==> config.mk <==
export PLATFORM = sky130hd
export DESIGN_NAME = sram_ctrl
export DESIGN_NICKNAME = d
export VERILOG_FILES = /design/src/rtl/sram_ctrl.sv
export SDC_FILE = /design/constraint.sdc
export NUM_CORES = 1
export LEC_CHECK = 0
export ABC_AREA = 1
export BUFFER_PORTS_ARGS = -buffer_cell sky130_fd_sc_hd__buf_4
export CORE_ASPECT_RATIO = 0.75
export CORE_MARGIN = 3
export CORE_UTILIZATION = 44
export CTS_BUF_LIST = sky130_fd_sc_hd__clkbuf_4 sky130_fd_sc_hd__clkbuf_8
export CTS_CLUSTER_SIZE = 16
export DETAILED_ROUTE_END_ITERATION = 10
export PLACE_DENSITY = 0.85
export SLEW_MARGIN = 25
export SYNTH_ARGS = -nofsm -noshare
export SYNTH_HDL_FRONTEND = slang
export SYNTH_SLANG_ARGS = --single-unit
==> constraint.sdc <==
create_clock -name clk -period 1.3 [get_ports clk]
set_input_delay 0.065 -clock clk [delete_from_list [all_inputs] [get_ports clk]]
set_output_delay 0.065 -clock clk [all_outputs]
set_load 0.02 [all_outputs]
==> src/rtl/sram_ctrl.sv <==
module sram_ctrl #(
  parameter int AW        = 19,
  parameter int DW        = 8,
  parameter int ACC_CYC   = 8,
  parameter int SETUP_CYC = 2,
  parameter int PULSE_CYC = 6,
  parameter int TURN_CYC  = 4
) (
  input  logic          clk,
  input  logic          rst_n,
  input  logic          req_valid,
  output logic          req_ready,
  input  logic          req_write,
  input  logic [AW-1:0] req_addr,
  input  logic [DW-1:0] req_wdata,
  output logic          rsp_valid,
  output logic [DW-1:0] rsp_data,
  output logic [AW-1:0] mem_addr,
  output logic          mem_sel_n,
  output logic          mem_sel,
  output logic          mem_oe_n,
  output logic          mem_rw,
  output logic [DW-1:0] pad_out,
  output logic          pad_oe,
  input  logic [DW-1:0] pad_in
);
  localparam int ACC_N = (ACC_CYC   < 1) ? 1 : ACC_CYC;
  localparam int SU_N  = (SETUP_CYC < 1) ? 1 : SETUP_CYC;
  localparam int PL_N  = (PULSE_CYC < 1) ? 1 : PULSE_CYC;
  localparam int TN_N  = (TURN_CYC  < 1) ? 1 : TURN_CYC;
  localparam int M1    = (ACC_N > SU_N) ? ACC_N : SU_N;
  localparam int M2    = (PL_N > TN_N) ? PL_N : TN_N;
  localparam int MAXN  = (M1 > M2) ? M1 : M2;
  localparam int CW    = (MAXN < 2) ? 1 : $clog2(MAXN);

  typedef enum logic [2:0] {S_IDLE, S_RD, S_WSU, S_WPL, S_TURN} st_t;

  st_t           st;
  logic [CW-1:0] cnt;
  logic [AW-1:0] a_q;
  logic [DW-1:0] d_q;
  logic          sel;
  wire           last = (cnt == '0);

  always_ff @(posedge clk or negedge rst_n) begin
    if (!rst_n) begin
      st        <= S_IDLE;
      cnt       <= '0;
      a_q       <= '0;
      d_q       <= '0;
      rsp_valid <= 1'b0;
      rsp_data  <= '0;
    end else begin
      rsp_valid <= 1'b0;
      case (st)
        S_IDLE: if (req_valid) begin
          a_q <= req_addr;
          d_q <= req_wdata;
          if (req_write) begin
            st  <= S_WSU;
            cnt <= CW'(SU_N - 1);
          end else begin
            st  <= S_RD;
            cnt <= CW'(ACC_N - 1);
          end
        end
        S_RD: if (last) begin
          rsp_data  <= pad_in;
          rsp_valid <= 1'b1;
          st        <= S_TURN;
          cnt       <= CW'(TN_N - 1);
        end else cnt <= cnt - 1'b1;
        S_WSU: if (last) begin
          st  <= S_WPL;
          cnt <= CW'(PL_N - 1);
        end else cnt <= cnt - 1'b1;
        S_WPL: if (last) begin
          st  <= S_TURN;
          cnt <= CW'(TN_N - 1);
        end else cnt <= cnt - 1'b1;
        S_TURN: if (last) st <= S_IDLE;
          else cnt <= cnt - 1'b1;
        default: st <= S_IDLE;
      endcase
    end
  end

  assign sel       = (st == S_RD) || (st == S_WSU) || (st == S_WPL);
  assign req_ready = (st == S_IDLE);
  assign mem_sel   = sel;
  assign mem_sel_n = ~sel;
  assign mem_oe_n  = (st != S_RD);
  assign mem_rw    = (st != S_WPL);
  assign pad_oe    = (st == S_WSU) || (st == S_WPL);
  assign pad_out   = d_q;
  assign mem_addr  = a_q;
endmodule


==> flow_metrics.py, run 1 <==
metrics = {
    "pwr": {
        "p_per_area_nw_per_um2": 2730,
        "ir_worst_vdd_uv": 1610,
        "p_leak_nw": 1.63,
    },
    "placement": {
        "io_buffer_count": 80,
        "dpl.hpwl_um": 3390,
        "place_inst": 355,
        "pre_cts_ws_ns": -0.117,
        "place_area_um2": 2540,
        "gp_congestion": 0.894,
    },
    "hold_path": {
        "worst_hold_path.num_cells": 3,
        "hp-class": "in2reg",
        "holdCritStartpoint": "req_addr[2]",
        "min_to": "mem_addr[2]",
    },
    "global_route": {
        "grt_max_degree": 43,
        "antenna_found_initial": 0,
        "grt_pass1_vias": 1938,
        "grtUsageTotal_pct": 21.7,
        "grt_pass1_wl_um": 8580,
        "grt-ovfl-total": 0,
    },
    "synth": {
        "ys_seq_elements": 42,
        "synth_nets": 266,
        "yosys.area.top_type": "dfrtp_1",
        "synth_fa_ha_area_share_pct": 1.33,
        "synth_area_leaders": "dfrtp_1 56%, nand2_1 22%, nand3_1 8.3%, inv_1 2.2%, buf_6 1.8%",
        "syn_inst": 225,
        "synth-xor-area-share_pct": 0,
        "synth_top_area_share_pct": 56.0,
        "synthMuxAreaShare_pct": 0,
        "yosysWarnings": 0,
        "mappedNetlistArea_um2": 1880,
        "synth-seq-area-share_pct": 56.0,
        "synth_top_family_by_area": "simple AND/OR/NAND/NOR gates",
        "synth_compound_gate_area_share_pct": 2.33,
        "yosys.area_share.simple_pct": 34.2,
        "syn_area_per_cell_um2": 8.34,
        "ys_types": 20,
    },
    "sta": {
        "fin_hold_ws_ns": -0.00140,
        "rsz0062_at_grt": "yes",
        "tns_ns": -0.217,
        "skew_ns": 0.00479,
        "min_period_over_period_pct": 106,
        "worst_pin_slew_ns": 0.514,
        "slew_viol_final": 0,
        "setup_viol": 9,
        "layout_setup_ws_ns": -0.0764,
        "fmax_mhz": 727,
        "finalHoldViolCount": 4,
        "min_period_ns": 1.38,
        "maxSlewHeadroom_pct": 65.8,
    },
    "setup_path": {
        "r2r-end": "cnt[2]",
        "crit_arrival_ns": 1.56,
        "cp.buffers_inverters": 3,
        "cp_common_cell": "nand2_1",
        "crit_path_start_kind": "flop",
        "crit_required_ns": 1.49,
        "crit_chain": "buf_4, inv_4, nor2_4, buf_6, nand2_2, nand2_1, nand2_1, nand3_1, nand2_1, nand2_1",
        "rrSetupSlack_ns": -0.08,
        "crit_slowest_cell": "dfrtp_2",
        "cp_top_family": "simple AND/OR/NAND/NOR gates",
        "r2r-start": "st[0]",
        "worstRegToRegCells": 10,
        "cp-end-kind": "flop",
        "critPathMaxFanout": 5,
        "slowest_delay_ns": 0.45,
        "worstSetupPathType": "reg2reg",
    },
    "clock_tree": {
        "insertion_delay_ns": 0.29,
        "clk_path_buf_depth": 2,
        "cts.clk_slew.worst_paths_ns": 0.07,
        "cts_max_level": 2,
        "numCtsBuffers": 5,
        "cts_tree": "done",
        "cts_sinks": 42,
        "cts_root_buf": "clkbuf_8",
    },
    "routing": {
        "wl_per_cell_um": 14.4,
        "initialDrtViolationCount": 107,
        "dr.pass1.iters": 4,
        "viasPerCell": 5.01,
        "drc": 0,
        "wl_um": 5630,
        "vias": 1957,
        "wl_met2_um": 2700,
        "top_layer": "met4",
        "wl_met1_um": 2270,
        "ant_nets": 0,
        "wl_met3_um": 483,
    },
    "cells_and_area": {
        "multi_input_area_um2": 827,
        "drive_above_1_share_pct": 43.7,
        "area_growth_pct": 61.0,
        "final_cell_mix": "98 x nand2_1, 93 x buf_4, 38 x dfrtp_1",
        "design_area_um2": 3020,
        "fin_nets": 380,
        "final_common_cell": "nand2_1",
        "fillers": 265,
        "seq_area_um2": 1060,
        "antennaDiodeCount": 0,
        "stdcell_count": 391,
    },
    "floorplanning": {
        "dieArea_um2": 5090,
        "die_x_um": 81.4,
        "num_rows": 19,
        "core_area_um2": 3870,
        "fp.dieH_um": 62.6,
        "io_pins": 81,
        "initial_core_util_pct": 48.4,
    },
    "outcome": {
        "violations": "negative hold slack, negative setup slack",
        "status": "finished with violations",
    },
    "flow_run": {
        "maxCapViolCount": 0,
    },
}
## worst min-delay path, stage by stage
cell and delay (ns):
buf_4 0.09, nand3_2 0.06, nand2_1 0.05
## sequential cells by signal (all words and copies together), names as in the netlist
register and flops:
cnt 3, mem_addr 19, pad_out 8, rsp_data 8, rsp_valid 1, st 3
## synthesized netlist by cell type, drive strengths merged
| cell type | count |
|---|---|
| ha | 2 |
| dfrtp | 42 |
| inv | 15 |
| clkbuf | 1 |
| nand2 | 109 |
| nand3 | 32 |
| nor2 | 8 |
| o21ai | 5 |
| nand3b | 1 |
| buf | 7 |
| a21oi | 3 |
## metrics by stage
stage,power [mW],util [%]
CTS,7.81,74.9
global placement,6.32,65.6
detailed placement,6.42,65.6
floorplan,4.79,-
finish,8.25,78.0
global route,8.78,78.0
## report_power, final
group	leakage, nW	total (mW)	internal, mW	switching (mW)
sequential	0.513	2.39	1.95	0.433
combinational	1.07	5.09	2.24	2.85
clock	0.0438	0.775	0.360	0.415
total	1.63	8.25	4.55	3.70
## what timing repair did
action | 4_1_cts | 5_1_grt
gates cloned | 2 | 0
hold buffers | 12 | 0
buffers inserted | 13 | 2
resized for setup | 18 | 27
hold endpoints to repair | 53 | 0
setup endpoints to repair | 43 | 45
pin swaps | 4 | 12
## area by class of cell
class | count | area share [%]
sequential | 42 | 34.9
timing repair buffer | 113 | 30.5
multi-input combinational | 161 | 27.4
clock buffer | 5 | 2.28
inverter | 15 | 2.19
tap | 52 | 2.15
clock inverter | 2 | 0.331
timing repair inverter | 1 | 0.248
## metal layers
layer  track usage [%]  vias up
met5                 0        -
met4              9.49        0
met3              4.76       23
met2              36.5       94
met1              26.4      902
li1                  -      938
## worst max path at each step
stage	to	slack (ns)	start	cells after the start
2_1_floorplan	rsp_data[0]	0.03	cnt[0]	8
3_3_place_gp	rsp_data[6]	-0.03	cnt[0]	8
3_5_place_dp	rsp_data[6]	-0.12	cnt[0]	8
4_1_cts	mem_sel	-0.01	st[1]	4
5_1_grt	cnt[1]	-0.12	st[0]	7
6_report	cnt[2]	-0.08	st[0]	10
## cells by family after synthesis
kind of cell             after synthesis
adder cells (fa/ha/maj)                2
AND/OR/NAND/NOR                      150
flip-flops                            42
AO/OA/AOI/OAI                          8
buffers and inverters                 23
(Power assumes the default switching activity.)
==> run 2, diff against run 1 <==
Settings changed: CORE_UTILIZATION 44 to 49, CTS_CLUSTER_DIAMETER from default to 30, PLACE_DENSITY 0.85 to 0.89.
Clock period 1.3 ns to 1.4 ns, I/O delays scaled along.
==> flow_metrics.py, run 2 (same netlist as run 1, synthesis figures left out) <==
metrics = {
    "global_route": {
        "grt_max_degree": 43,
        "grt-busiest-layer": "met2",
        "grt.met1_usage_pct": 28.3,
        "antenna_found_initial": 0,
        "grt_pass1_wl_um": 8360,
        "grt_pass1_vias": 1788,
        "met3_usage_pct": 7.45,
        "grtUsageTotal_pct": 23.5,
        "grtUsageMet2_pct": 41.2,
        "grt-ovfl-total": 0,
    },
    "routing": {
        "wl_per_cell_um": 15.6,
        "wl_um": 6000,
        "viasPerCell": 5.28,
        "vias": 2028,
        "initialDrtViolationCount": 128,
        "drc": 0,
        "ant_nets": 0,
        "dr.pass1.iters": 5,
    },
    "setup_path": {
        "crit_required_ns": 1.62,
        "cp-end-kind": "flop",
        "cp_common_cell": "nand2_1",
        "critPathMaxFanout": 4,
        "worstSetupPathType": "reg2reg",
        "crit_chain": "inv_2, ha_2, inv_1, nor2_4, nand2_2, nand2_1, nand2_1, nand2_1, nor2_1, nor2_1",
        "worstRegToRegCells": 10,
        "cp_top_family": "simple AND/OR/NAND/NOR gates",
        "slowest_delay_ns": 0.39,
        "crit_path_start_kind": "flop",
        "crit_arrival_ns": 1.65,
        "crit_slowest_cell": "dfrtp_1",
        "crit_cells": 10,
        "cp.buffers_inverters": 2,
    },
    "placement": {
        "io_buffer_count": 80,
        "dpl.hpwl_um": 3510,
        "pre_cts_ws_ns": -0.0516,
        "place_inst": 351,
        "gp_congestion": 0.949,
    },
    "pwr": {
        "p_per_area_nw_per_um2": 2690,
        "ir_worst_vdd_uv": 1760,
        "p_leak_nw": 1.62,
        "total_power_mw": 7.89,
    },
    "sta": {
        "min_period_over_period_pct": 102,
        "setup_viol": 1,
        "min_period_ns": 1.43,
        "rsz0062_at_grt": "yes",
        "tns_ns": -0.0274,
        "fin_hold_ws_ns": 0.00351,
        "layout_setup_ws_ns": -0.0274,
        "skew_ns": 0.00420,
        "slew_viol_final": 0,
        "maxSlewHeadroom_pct": 65.0,
        "fmax_mhz": 701,
        "finalHoldViolCount": 0,
        "worst_pin_slew_ns": 0.524,
    },
    "floorplanning": {
        "dieArea_um2": 4620,
        "die_x_um": 77.5,
        "num_rows": 18,
        "initial_core_util_pct": 54.1,
        "io_pins": 81,
        "fp.dieH_um": 59.6,
        "core_area_um2": 3470,
    },
    "hold_path": {
        "hp-class": "in2reg",
        "worst_hold_path.num_cells": 3,
    },
    "cells_and_area": {
        "seq_area_um2": 1050,
        "antennaDiodeCount": 0,
        "largest_reg_flops": 19,
        "multi_input_area_um2": 751,
        "area_growth_pct": 56.0,
        "final_common_cell": "nand2_1",
        "fin_nets": 374,
        "final_cell_mix": "105 x nand2_1, 95 x buf_4, 41 x dfrtp_1",
        "stdcell_count": 384,
        "drive_above_1_share_pct": 38.3,
        "fillers": 217,
    },
    "outcome": {
        "status": "finished with violations",
        "violations": "negative setup slack",
    },
    "clock_tree": {
        "clk_path_buf_depth": 2,
        "insertion_delay_ns": 0.29,
        "cts_root_buf": "clkbuf_8",
        "cts_sinks": 42,
        "cts_max_level": 2,
        "cts_tree": "done",
        "cts.clk_slew.worst_paths_ns": 0.08,
        "numCtsBuffers": 5,
    },
    "flow_run": {
        "maxCapViolCount": 0,
    },
}
run 2: cell types whose count changed in the layout (fill, tap and decap cells not counted), moves of 3 or more:
cell | previous run | this run
dfrtp_2 | 4 | 1
dfrtp_1 | 38 | 41
nand2_2 | 10 | 3
inv_4 | 4 | 0
clkinv_4 | 0 | 3
nand3_2 | 7 | 1
buf_6 | 6 | 1
dlygate4sd3_1 | 12 | 9
nand3_1 | 25 | 31
nand2_1 | 98 | 105
run 2: where the power goes:
| part | leakage, nW | total (mW) | internal (mW) | switching, mW |
|---|---|---|---|---|
| clock network | 0.0683 | 1.14 | 0.715 | 0.430 |
| logic | 1.03 | 4.56 | 1.92 | 2.64 |
| registers | 0.517 | 2.19 | 1.80 | 0.385 |
run 2: worst paths after layout:
kind                                   from           end  slack [ns]
max in group asynchronous             rst_n         st[2]        0.71
min in group asynchronous             rst_n  mem_addr[10]        0.30
worst max-delay path                 cnt[0]        cnt[1]       -0.03
worst min-delay path            req_addr[6]   mem_addr[6]       0.004
worst max register to register       cnt[0]        cnt[1]       -0.03
worst min register to register  mem_addr[3]   mem_addr[3]        0.48
run 2: worst register-to-register path: cells and delay by family, from the launching register on:
family	cells	cell delay, ns
simple gates	7	0.63
flops	1	0.39
fa+ha+maj	1	0.19
buf+inv	2	0.14
run 2: timing repair:
action	CTS	global route
gates cloned	0	2
pin swaps	0	4
setup endpoints to repair	10	14
buffers inserted	1	13
endpoints found under the hold margin	50	0
resized for setup	6	15
hold buffers	9	0
run 2: area by class of cell:
type,count,share of cell area [%]
timing repair buffer,107,29.0
inverter,15,2.39
tap,50,2.14
multi-input combinational,161,25.6
clock inverter,3,2.35
clock buffer,5,2.35
sequential,42,35.9
timing repair inverter,1,0.171
run 2: per-layer routing:
| layer | part of all wire, % | vias to the layer above |
|---|---|---|
| met1 | 39 | 953 |
| li1 | - | 923 |
| met4 | 2.9 | 0 |
| met2 | 49 | 129 |
| met5 | 0 | - |
| met3 | 9.1 | 23 |
run 2: metrics by stage:
step	instance area, um^2	util, %
floorplan	1880	-
global placement	2530	72.8
detailed placement	2530	72.8
CTS	2780	80.1
global route	2930	84.4
finish	2930	84.4
